<file path="src/rtl/dacif_pkg.sv">
package dacif_pkg;

   typedef struct packed {
      logic wr;
      logic rd;
      logic ld;
   } ctl_t;

   typedef enum logic [1:0] {
      BUS_IDLE  = 2'd0,
      BUS_WRITE = 2'd1,
      BUS_READ  = 2'd2
   } bus_op_e;

   function automatic bus_op_e op_of(input logic cs_n, input logic rd_wr);
      if (cs_n)       return BUS_IDLE;
      else if (rd_wr) return BUS_READ;
      else            return BUS_WRITE;
   endfunction

endpackage

</file>
<file path="src/rtl/dacif_decode.sv">
module dacif_decode
   import dacif_pkg::*;
(
   input  logic cs_n,
   input  logic rd_wr,
   input  logic load_n,
   output ctl_t ctl
);
   bus_op_e op;

   always_comb begin
      op     = op_of(cs_n, rd_wr);
      ctl.wr = (op == BUS_WRITE);
      ctl.rd = (op == BUS_READ);
      ctl.ld = ~load_n;
   end
endmodule

</file>
<file path="src/rtl/dacif_stage_reg.sv">
module dacif_stage_reg #(
   parameter int unsigned DATA_W = 12
) (
   input  logic              clk,
   input  logic              wr_en,
   input  logic [DATA_W-1:0] d,
   output logic [DATA_W-1:0] q
);
   logic [DATA_W-1:0] q_r = '0;
   logic              primed = 1'b0;

   always_ff @(posedge clk) begin
      primed <= 1'b1;
      if (wr_en) q_r <= d;
   end

   assign q = q_r;


   stage_capture_chk: assert property (@(posedge clk) disable iff (!primed)
      wr_en |=> q_r == $past(d));


   stage_hold_chk: assert property (@(posedge clk) disable iff (!primed)
      !wr_en |=> $stable(q_r));
endmodule

</file>
<file path="src/rtl/dacif_code_reg.sv">
module dacif_code_reg #(
   parameter int unsigned         DATA_W     = 12,
   parameter logic [DATA_W-1:0]   CLEAR_CODE = '0
) (
   input  logic              clk,
   input  logic              clr_n,
   input  logic              ld_en,
   input  logic [DATA_W-1:0] src,
   output logic [DATA_W-1:0] q
);
   logic [DATA_W-1:0] q_r = CLEAR_CODE;

   always_ff @(posedge clk or negedge clr_n) begin
      if (!clr_n)     q_r <= CLEAR_CODE;
      else if (ld_en) q_r <= src;
   end

   assign q = q_r;


   code_clear_chk: assert property (@(posedge clk)
      !clr_n |-> q_r == CLEAR_CODE);


   code_follow_chk: assert property (@(posedge clk) disable iff (!clr_n)
      ld_en |=> q_r == $past(src));


   code_hold_chk: assert property (@(posedge clk) disable iff (!clr_n)
      !ld_en |=> $stable(q_r));
endmodule

</file>
<file path="src/rtl/dacif_bus_port.sv">
module dacif_bus_port #(
   parameter int unsigned DATA_W    = 12,
   parameter bit          PARK_ZERO = 1'b1
) (
   input  logic              rd_en,
   input  logic [DATA_W-1:0] stage_q,
   output logic [DATA_W-1:0] bus_out,
   output logic              bus_oe
);
   assign bus_oe = rd_en;

   generate
      if (PARK_ZERO) begin : g_park
         assign bus_out = rd_en ? stage_q : '0;
      end else begin : g_raw
         assign bus_out = stage_q;
      end
   endgenerate
endmodule

</file>
<file path="src/rtl/dacif_front.sv">
module dacif_front #(
   parameter int unsigned DATA_W        = 12,
   parameter bit          WRITE_THROUGH = 1'b1,
   parameter bit          PARK_ZERO     = 1'b1
) (
   input  logic              clk,
   input  logic              clr_n,
   input  logic              cs_n,
   input  logic              rd_wr,
   input  logic              load_n,
   input  logic [DATA_W-1:0] bus_in,
   output logic [DATA_W-1:0] bus_out,
   output logic              bus_oe,
   output logic [DATA_W-1:0] dac_code
);
   import dacif_pkg::*;

   localparam logic [DATA_W-1:0] ZERO_CODE = '0;

   generate
      if (DATA_W < 2 || DATA_W > 24) begin : g_bad_width
         $error("dacif_front: DATA_W must lie in 2..24");
      end
   endgenerate

   ctl_t              ctl;
   logic [DATA_W-1:0] stage_q;
   logic [DATA_W-1:0] load_src;
   logic              primed = 1'b0;

   always_ff @(posedge clk) primed <= 1'b1;

   dacif_decode u_dec (
      .cs_n   (cs_n),
      .rd_wr  (rd_wr),
      .load_n (load_n),
      .ctl    (ctl)
   );

   dacif_stage_reg #(.DATA_W(DATA_W)) u_stage (
      .clk   (clk),
      .wr_en (ctl.wr),
      .d     (bus_in),
      .q     (stage_q)
   );

   generate
      if (WRITE_THROUGH) begin : g_thru
         assign load_src = ctl.wr ? bus_in : stage_q;
      end else begin : g_staged
         assign load_src = stage_q;
      end
   endgenerate

   dacif_code_reg #(.DATA_W(DATA_W), .CLEAR_CODE(ZERO_CODE)) u_code (
      .clk   (clk),
      .clr_n (clr_n),
      .ld_en (ctl.ld),
      .src   (load_src),
      .q     (dac_code)
   );

   dacif_bus_port #(.DATA_W(DATA_W), .PARK_ZERO(PARK_ZERO)) u_bus (
      .rd_en   (ctl.rd),
      .stage_q (stage_q),
      .bus_out (bus_out),
      .bus_oe  (bus_oe)
   );


   read_data_chk: assert property (@(posedge clk)
      bus_oe |-> bus_out == stage_q);


   bus_park_chk: assert property (@(posedge clk)
      !bus_oe |-> bus_out == ZERO_CODE);


   read_no_write_chk: assert property (@(posedge clk) disable iff (!primed)
      (!cs_n && rd_wr) |=> $stable(stage_q));


   idle_stage_chk: assert property (@(posedge clk) disable iff (!primed)
      cs_n |=> $stable(stage_q));
endmodule

</file>
<file path="config.mk">
export PLATFORM = sky130hd
export DESIGN_NAME = dacif_front
export DESIGN_NICKNAME = d
export VERILOG_FILES = /design/src/rtl/dacif_pkg.sv /design/src/rtl/dacif_decode.sv /design/src/rtl/dacif_stage_reg.sv /design/src/rtl/dacif_code_reg.sv /design/src/rtl/dacif_bus_port.sv /design/src/rtl/dacif_front.sv
export SDC_FILE = /design/constraint.sdc
export NUM_CORES = 1
export LEC_CHECK = 0
export BUFFER_PORTS_ARGS = -buffer_cell sky130_fd_sc_hd__buf_2
export CORE_MARGIN = 8
export CORE_UTILIZATION = 51
export DETAILED_ROUTE_END_ITERATION = 12
export PLACE_DENSITY = 0.83
export SLEW_MARGIN = 5
export SYNTH_ARGS = -nofsm -noshare
export SYNTH_HDL_FRONTEND = slang
export SYNTH_SLANG_ARGS = --single-unit
</file>
<file path="constraint.sdc">
create_clock -name clk -period 2.2 [get_ports clk]
set_clock_uncertainty 0.05 [all_clocks]
set_input_delay 0.33 -clock clk [delete_from_list [all_inputs] [get_ports clk]]
set_output_delay 0.33 -clock clk [all_outputs]
set_load 0.05 [all_outputs]
</file>
==> impl_metrics.ini <==
[cts]
cts_sinks = 24
cts_tree = done
cts.path.max_buffers = 2
clkLatencyLatePin_ns = 0.30
htree_levels = 1
cts_buffers = 3
clock-root-buffer = clkbuf_4
clk_pin_slew_ns = 0.13
ctsResizeCount = 0

[floorplan]
start_util = 0.523
die_width_microns = 62.7
dieArea_sq_um = 3930
core_area_sq_um = 2130
io_pins = 42
die_h_microns = 62.7
rows = 17

[worst_hold_path]
hp-class = input port to flop

[yosys]
async_flop_share = 0.500
ys_top_cells_by_area = dfrtp_1 (27%), dfxtp_1 (22%), mux2_2 (12%), o311ai_0 (9.4%), or4b_1 (9.0%)
synth.distinct_cells = 14
netlist_instances = 106
synth_top_area_share = 0.270
synth_ff_type = dfxtp_1
synth_area_leader_cell = dfrtp_1
ys_ff_latch = 24
synth_edf_count = 0
yosysWarnings = 0
synth_area_sq_um = 1110
yosysSeqAreaShare = 0.486
synth_fp_nets = 123
syn_avg_cell_area_sq_um = 10.5

[power_and_ir_drop]
swShare = 0.374
seqPwrFrac = 0.478
pwr-share-comb = 0.326
power_density_nw_per_um2 = 826
clockPowerShare = 0.196
p_sw_uw = 428
peakVddDrop_mv = 0.451
finalPower_mw = 1.14
p_leak_nw = 0.679
internal_power_uw = 716

[worst_setup_path]
required_ns = 1.82
arrival_ns = 1.27
path_cells = buf_2, nor2b_1, buf_4, and2_1, buf_2
cpMostUsedCell = buf_2
cp-end-kind = output pin
cpPeakStageDelay_ns = 0.26
crit_type = input port to output pin
path_max_fanout = 14
start_kind = input port
critPathSlowestCell = buf_2

[layout]
drive_above_1_share = 0.422
n_fill_cell = 170
nets = 165
antenna_cells = 0
syn_to_final_growth_pct = 24.5

[global_route]
track_usage = 0.130
grt_pass1_vias = 927
overflow = 0
antenna_found_initial = 0
grt_max_degree = 37
grt_pass1_wl_mm = 4.33

[timing]
hold_viol = 0
tns_ns = 0
worst_pin_slew_ns = 0.481
fin_crit_ns = 1.65
max_clock_freq_ghz = 0.607
timing.final.ws_setup_ns = 0.553
rsz0062_at_grt = no
slew_viol_final = 0
relSlewSlack = 0.679
holdWs_ns = 0.205
setup_violations = 0
post-route-period-util = 0.749

[placement]
io_buffers = 41
gp_congestion = 0.786
dpl_worst_slack_ns = 0.591

[routing]
initialDrtViolationCount = 30
wirelength_mm = 2.54
drtAntennaViolNets = 0
wl_per_cell_microns = 14.5
vias = 909
viasPerCell = 5.19
dr.pass1.iters = 4
drc = 0

[job]
max-cap-violations = 0

[run_status]
status = complete, no violations
-- layout by cell type, fill, tap and decap left out, drive strengths merged --
master and instances:
dfrtp 12, nor2b 1, nor2 1, buf 44, nand2 12, mux2 12, and2 12, o311ai 12
clkbuf 4, dlygate4sd3 1, dfxtp 12, or4b 12, inv 12
-- per-layer routing --
| layer | share of wire | wire length [microns] | track usage |
|---|---|---|---|
| met5 | 0 | 0 | 0 |
| met4 | 0.015 | 38 | 0.0541 |
| met3 | 0.045 | 114 | 0.0269 |
| met2 | 0.50 | 1260 | 0.223 |
| met1 | 0.44 | 1130 | 0.153 |
-- cell families after synthesis --
kind of cell | synth area share
AO/OA/AOI/OAI | 0.0945
buffers and inverters | 0.0731
flip-flops | 0.486
multiplexers | 0.121
AND/OR/NAND/NOR | 0.225
-- registers in the layout, indices dropped and copies added, names as in the netlist --
register	count
u_stage.q	12
u_code.q	12
-- path summary, 6_finish.rpt --
kind / from / to / slack [ns] / cells after the start
worst max-delay path: rd_wr / bus_out[1] / 0.55 / 5
worst min-delay path: bus_in[7] / u_stage.q[7] / 0.20 / 2
worst max register to register: u_stage.q[11] / u_code.q[11] / 1.27 / 2
worst min register to register: u_code.q[8] / u_code.q[8] / 0.46 / 2
max in group asynchronous: clr_n / u_code.q[2] / 1.56 / 2
min in group asynchronous: clr_n / u_code.q[3] / 0.34 / 2
-- power groups by stage --
| stage | logic [mW] | registers [mW] | clock network, mW |
|---|---|---|---|
| floorplan | 0.153 | 0.672 | 0 |
| global placement | 0.367 | 0.550 | 0 |
| detailed placement | 0.375 | 0.556 | 0 |
| CTS | 0.377 | 0.547 | 0.229 |
| global route | 0.397 | 0.557 | 0.247 |
| finish | 0.373 | 0.547 | 0.224 |
-- worst max-delay path, delay by kind of cell --
family / cells / cell delay, ns
and+or+nand+nor: 2 / 0.31
buffers and inverters: 3 / 0.62
-- through the flow --
| step | util | cell area (sq um) | cells |
|---|---|---|---|
| floorplan | - | 1110 | 106 |
| global placement | 0.629 | 1340 | 170 |
| detailed placement | 0.629 | 1340 | 170 |
| CTS | 0.651 | 1390 | 175 |
| global route | 0.651 | 1390 | 175 |
| finish | 0.651 | 1390 | 175 |
-- layout make-up --
cell class / count / area (sq um) / share of cell area
clock buffers: 4 / 36.3 / 0.0262
inverters: 12 / 45.0 / 0.0325
multi-input cells: 62 / 490 / 0.354
flip-flops and latches: 24 / 541 / 0.390
well taps: 28 / 35.0 / 0.0253
repair buffers: 45 / 238 / 0.172
-- timing repair --
item / CTS / global route
hold endpoints to repair: 12 / 0
hold buffers: 1 / 0
buffers inserted: 0 / 0
Power figures use the tool's default switching activity.
